## src/rtl/bal_negate_pkg.sv

```systemverilog
package bal_negate_pkg;
  typedef struct packed {
    logic load;
    logic pickRight;
    logic useExact;
    logic liftMin;
  } ctrl_t;
endpackage

```

## src/rtl/bal_negate_ctrl.sv

```systemverilog
module bal_negate_ctrl
  import bal_negate_pkg::*;
(
  input  logic  leftValid,
  input  logic  rightValid,
  input  logic  chanSel,
  input  logic  exactMode,
  input  logic  clampInput,
  output ctrl_t ctrl
);
  always_comb begin
    ctrl.pickRight = chanSel;
    ctrl.load      = chanSel ? rightValid : leftValid;
    ctrl.useExact  = exactMode;
    ctrl.liftMin   = clampInput;
  end
endmodule

```

## src/rtl/bal_negate_dp.sv

```systemverilog
module bal_negate_dp
  import bal_negate_pkg::*;
#(
  parameter int WIDTH = 16
) (
  input  logic             clk,
  input  logic             rst,
  input  ctrl_t            ctrl,
  input  logic [WIDTH-1:0] leftSample,
  input  logic [WIDTH-1:0] rightSample,
  output logic             pairValid,
  output logic [WIDTH-1:0] trueWord,
  output logic [WIDTH-1:0] compWord
);
  localparam logic [WIDTH-1:0] MIN_CODE = {1'b1, {(WIDTH-1){1'b0}}};
  localparam logic [WIDTH-1:0] MAX_CODE = {1'b0, {(WIDTH-1){1'b1}}};
  localparam logic [WIDTH-1:0] ONE      = {{(WIDTH-1){1'b0}}, 1'b1};

  logic [WIDTH-1:0] picked, lifted, inverted, nextComp;

  always_comb begin
    picked   = ctrl.pickRight ? rightSample : leftSample;
    lifted   = (ctrl.liftMin && picked == MIN_CODE) ? MIN_CODE + ONE : picked;
    inverted = ~lifted;
    if (!ctrl.useExact)
      nextComp = inverted;
    else if (lifted == MIN_CODE)
      nextComp = MAX_CODE;
    else
      nextComp = inverted + ONE;
  end

  always_ff @(posedge clk) begin
    if (rst) begin
      pairValid <= 1'b0;
      trueWord  <= '0;
      compWord  <= '0;
    end else begin
      pairValid <= ctrl.load;
      if (ctrl.load) begin
        trueWord <= lifted;
        compWord <= nextComp;
      end
    end
  end
endmodule

```

## src/rtl/bal_negate_splitter.sv

```systemverilog
module bal_negate_splitter
  import bal_negate_pkg::*;
#(
  parameter int WIDTH = 16
) (
  input  logic             clk,
  input  logic             rst,
  input  logic             leftValid,
  input  logic [WIDTH-1:0] leftSample,
  input  logic             rightValid,
  input  logic [WIDTH-1:0] rightSample,
  input  logic             chanSel,
  input  logic             exactMode,
  input  logic             clampInput,
  output logic             pairValid,
  output logic [WIDTH-1:0] trueWord,
  output logic [WIDTH-1:0] compWord
);
  ctrl_t ctrl;

  bal_negate_ctrl u_ctrl (
    .leftValid  (leftValid),
    .rightValid (rightValid),
    .chanSel    (chanSel),
    .exactMode  (exactMode),
    .clampInput (clampInput),
    .ctrl       (ctrl)
  );

  bal_negate_dp #(.WIDTH(WIDTH)) u_dp (
    .clk         (clk),
    .rst         (rst),
    .ctrl        (ctrl),
    .leftSample  (leftSample),
    .rightSample (rightSample),
    .pairValid   (pairValid),
    .trueWord    (trueWord),
    .compWord    (compWord)
  );
endmodule

```

## config.mk

```make
export PLATFORM = sky130hd
export DESIGN_NAME = bal_negate_splitter
export DESIGN_NICKNAME = d
export VERILOG_FILES = /design/src/rtl/bal_negate_pkg.sv /design/src/rtl/bal_negate_ctrl.sv /design/src/rtl/bal_negate_dp.sv /design/src/rtl/bal_negate_splitter.sv
export SDC_FILE = /design/constraint.sdc
export NUM_CORES = 1
export LEC_CHECK = 0
export BUFFER_PORTS_ARGS = -buffer_cell sky130_fd_sc_hd__buf_2
export CAP_MARGIN = 10
export CORE_UTILIZATION = 40
export CTS_BUF_LIST = sky130_fd_sc_hd__clkbuf_4 sky130_fd_sc_hd__clkbuf_8
export CTS_CLUSTER_DIAMETER = 30
export DETAILED_ROUTE_END_ITERATION = 7
export HOLD_SLACK_MARGIN = 0.08
export PLACE_DENSITY = 0.69
export SLEW_MARGIN = 20
export SYNTH_ARGS = -nofsm -noshare
export SYNTH_HDL_FRONTEND = slang
export SYNTH_SLANG_ARGS = --single-unit
```

## constraint.sdc

```tcl
create_clock -name clk -period 6.85 [get_ports clk]
set_input_delay 2.055 -clock clk [delete_from_list [all_inputs] [get_ports clk]]
set_output_delay 2.055 -clock clk [all_outputs]
set_load 0.01 [all_outputs]
```

**After elaboration in Yosys (flattened, before gate mapping)**

Cells that the tools add are included.

- Add/subtract/negate cells: 1
- Equal/unequal tests: 2
- Bitwise operators: 1
- Mux-type cells: 5
- Reductions and logical operators: 1

Operators by type and width:

| operator | number |
|---|---|
| 2-to-1 mux 16 bit | 4 |
| equality test 16 bit, second input constant | 2 |
| adder 16 x 1 -> 16 bit, second input constant | 1 |
| NOT 16 bit | 1 |
| logical AND 1 bit | 1 |
| 2-to-1 mux 1 bit | 1 |

- Output and inout bits: 33
- Register bits after elaboration: 33
- Input port bits: 39
- Word-level logic and storage cells: 13

**Longest topological paths before layout**

- Depth in word-level cells: 8
- Depth in mapped cells: 9
- Gate-level depth less buffers: 6

**Hierarchy**

A second synthesis with hierarchy kept.

- Cells, all modules: 221
- Area total of the unflattened synthesis: 1949.4 µm²

Modules (own cells, without submodules):

| module | instances | seq. area each (µm²) | cells each | area each (µm²) |
|---|---|---|---|---|
| bal_negate_dp | 1 | 660.6 | 217 | 1911.8 |
| bal_negate_ctrl | 1 | 0.0 | 4 | 37.5 |

**Worst setup path before layout**

Ideal clock, no wire load.

- Kind: in2reg
- Start point: in chanSel
- End point: reg u_dp.compWord[2]
- Arrival time: 3787 ps
- Stages on the path: 7
- Path buffers: 1
- Setup slack: 2993 ps
- Cell sequence: mux2_2 -> or2_1 -> or3b_1 -> buf_2 -> o31a_4 -> a211o_1 -> a21oi_1

- Word-level cells in the longest chain between the ends: 8

Ends and longest elaborated chain:

| what | line | RTL |
|---|---|---|
| start: declaration | bal_negate_splitter.sv:12 | `input logic chanSel,` |
| 2-to-1 mux 16 bit | bal_negate_dp.sv:22 | `picked = ctrl.pickRight ? rightSample : leftSample;` |
| equality test 16 bit | bal_negate_dp.sv:23 | `lifted = (ctrl.liftMin && picked == MIN_CODE) ? MIN_CODE + ONE : picked;` |
| logical AND 1 bit | bal_negate_dp.sv:23 |  |
| 2-to-1 mux 16 bit | bal_negate_dp.sv:23 |  |
| NOT 16 bit | bal_negate_dp.sv:24 | `inverted = ~lifted;` |
| adder 16 x 1 -> 16 bit | bal_negate_dp.sv:30 | `nextComp = inverted + ONE;` |
| 2-to-1 mux 16 bit | bal_negate_dp.sv:27 | `else if (lifted == MIN_CODE)` |
| 2-to-1 mux 16 bit | bal_negate_dp.sv:25 | `if (!ctrl.useExact)` |
| end signal: assignment | bal_negate_dp.sv:42 | `compWord <= nextComp;` |
| end: declaration | bal_negate_dp.sv:13 | `output logic [WIDTH-1:0] compWord` |

Several ways; a longest one is shown, not always the timed one.
A chain may end at the register's enable or synchronous reset.

**Worst setup path after layout**

- Start point: in chanSel
- End point: reg u_dp.compWord[1]

The elaborated chain is that of the path after synthesis.

==> results.yml <==
run_status:
  status: "finished, violations left"
  violations: "DRC"
floorplanning:
  start_util: 0.4220
  rows: 24
  dieHeight_microns: 70.48
  pin_count: 72
  coreArea_sq_mm: 0.004444
  die-width_microns: 70.48
  die_area_sq_mm: 0.004967
yosys:
  postSynthAreaPerCell_sq_um: 8.723
  ys_types: 46
  synthTopCellsByCount: "45 x nor2_1, 33 x dfxtp_1, 18 x a211oi_1"
  syn_area_sq_mm: 0.001876
  yosysMostFrequentCell: "nor2_1"
  synth_area_leaders: "dfxtp_1 35%, nor2_1 9.0%, mux2i_1 8.0%"
  yosysTopAreaCell: "dfxtp_1"
  ys_warn_count: 0
  synth-main-ff-cell: "dfxtp_1"
  synth-edff-count: 0
  syn_nets: 254
  yosysSeqAreaShare: 0.3522
  ys_ff_latch: 33
  synth_top_area_frac: 0.3522
  ys_async_sr_fraction: 0
  syn_inst: 215
layout:
  drive_gt1_frac: 0.3466
  fillers: 438
  layout.nets: 316
  register_area_sq_um: 660.6
  area_delta_synth_final_pct: 22.75
  multi_input_area_sq_mm: 0.001127
  diodes: 0
critical_path:
  start_kind: "primary input"
  crit_path_end_kind: "flip-flop"
  critPathKind: "primary input to flip-flop"
  cp.arrival_ps: 4980
  rr_endpoint: "u_dp.compWord[12]"
  slowest_stage: "nor4_2"
  cp_max_fo: 39
  worst_r2r_path_depth: 2
  rrSetupSlack_ps: 5900
  worstPathRequired_ps: 7020
  r2r-start: "u_dp.compWord[12]"
  crit_chain: "buf_2, mux2i_1, o211ai_1, nor4_2, or2_1, nor3_1, a2111oi_1"
  cp_slowest_stage_delay_ps: 880
cts:
  cts_tree: "yes"
  clk_latency_ps: 280
  postCtsSetupBuffers: 0
  h-tree-depth: 2
  clk_pin_slew_ps: 60
  cts_buffers: 5
  hold_buffers: 0
  cts_resized: 0
  clock-root-buffer: "clkbuf_8"
  clock_sinks: 33
  ctsLongestPathBuffers: 2
global_routing:
  overflow: 0
  grt.busiest_layer: "met2"
  grt_pass1_wl_mm: 8.342
  grt_pass1_vias: 1759
  grt.met3_usage: 0.06782
  gr-usage-met2: 0.3107
  grt_max_degree: 49
  antenna_found_initial: 0
  grt.total_usage: 0.2149
  grt.met1_usage: 0.3078
power:
  ir_worst_vdd_uv: 120.3
  power_density_mw_per_mm2: 208.7
  power.total_uw: 480.5
  p_leak_uw: 0.0009854
placed_design:
  hpwlAfterDp_mm: 3.662
  routabilityCongestion: 0.8409
  io_buffers: 71
flow_run:
  cap_violations: 0
timing:
  max_slew_margin: 0.3399
  hold_violations: 0
  rsz0062_at_grt: "no"
  setup-tns-final_ps: 0
  finClkSkew_ps: 0
  finalSetupViolCount: 0
  period_needed_ps: 4809
  fin_crit_sh: 0.7021
  worst_pin_slew_ps: 982.0
  slew_violations: 0
  clock.fmax_ghz: 0.2079
drt:
  drt_iter0_markers: 133
  wl_per_cell_microns: 15.19
  wl_mm: 4.996
  postRouteAntennaNets: 0
  viasPerCell: 5.559
  drc: 15
  drt_pre_antenna_iters: 6
  num_vias: 1829
min_path:
  holdPathEnd: "u_dp.trueWord[12]"
  hp-class: "flip-flop to flip-flop"
  hold-path-cell-count: 2
  min_from: "u_dp.trueWord[12]"
==> worst max path at each step <==
stage / end / start / depth (start not counted)
6_report: u_dp.compWord[1] / chanSel / 7
5_1_grt: u_dp.compWord[1] / chanSel / 7
4_1_cts: u_dp.compWord[1] / chanSel / 7
3_5_place_dp: u_dp.compWord[1] / chanSel / 7
3_3_place_gp: u_dp.compWord[1] / chanSel / 7
2_1_floorplan: u_dp.compWord[2] / chanSel / 7
==> cell usage in the layout (no fill, tap or decap), drive strengths merged, types with 2 or more instances in the layout <==
cell type,synthesis,routed
mux2,3,3
a2111oi,2,2
nor4b,4,4
nand2b,2,2
a211oi,25,25
nor4,4,4
o21bai,4,4
o21ai,2,2
nand2,5,5
nor3b,3,3
o32ai,2,2
mux2i,15,15
or2,3,3
a21oi,11,11
xnor2,3,3
nor3,12,12
clkbuf,8,7
dfxtp,33,33
nor2,45,45
o211ai,3,3
o22ai,4,4
buf,8,71
==> where the power goes <==
group          total [uW]  internal, uW  switching, uW  leakage, uW
sequential            217           209           8.15     0.000274
combinational         110          45.3           65.0     0.000663
clock                 153          83.7           69.3    0.0000477
total                 480           338            143     0.000985
==> cell families (layout without fill, tap and decap cells) <==
| kind of cell | Yosys count | in the layout | synth area share |
|---|---|---|---|
| buffers and inverters | 17 | 79 | 0.04670 |
| multiplexers | 18 | 18 | 0.09806 |
| AND/OR/NAND/NOR | 86 | 86 | 0.2448 |
| AO/OA/AOI/OAI | 58 | 58 | 0.2442 |
| flip-flops | 33 | 33 | 0.3522 |
| XOR/XNOR | 3 | 3 | 0.01401 |
==> sequential cells by signal, summed over array words and instances, names as in the netlist <==
signal,count
u_dp.compWord,16
u_dp.pairValid,1
u_dp.trueWord,16
==> per-layer routing <==
metal,share of wire,up-vias
met2,0.42,59
met1,0.51,835
li1,-,928
met3,0.065,7
met5,0,-
met4,0.0070,0
==> layout make-up <==
class / instances / share of cell area
Timing Repair Buffer: 71 / 0.1543
Tap cell: 52 / 0.02826
Sequential cell: 33 / 0.2870
Multi-Input combinational cell: 165 / 0.4897
Clock buffer: 7 / 0.03913
Inverter: 1 / 0.001630
==> metrics by stage <==
stage	cell area, sq um	setup slack, ps	hold WS, ps	std cells	utilization
after CTS	2302	2087	454.2	329	0.5180
final	2302	2041	454.5	329	0.5180
after floorplan	1876	2993	476.2	215	-
after global placement	2212	1930	441.0	322	0.4977
after detailed placement	2212	1802	444.8	322	0.4977
after global routing	2302	1826	495.3	329	0.5180
==> critical path: cells and delay by family <==
family	cells	cell delay (ps)
buf+inv	1	630
mux	1	420
simple gates	3	1290
compound gates	2	560
(Power assumes the default switching activity.)
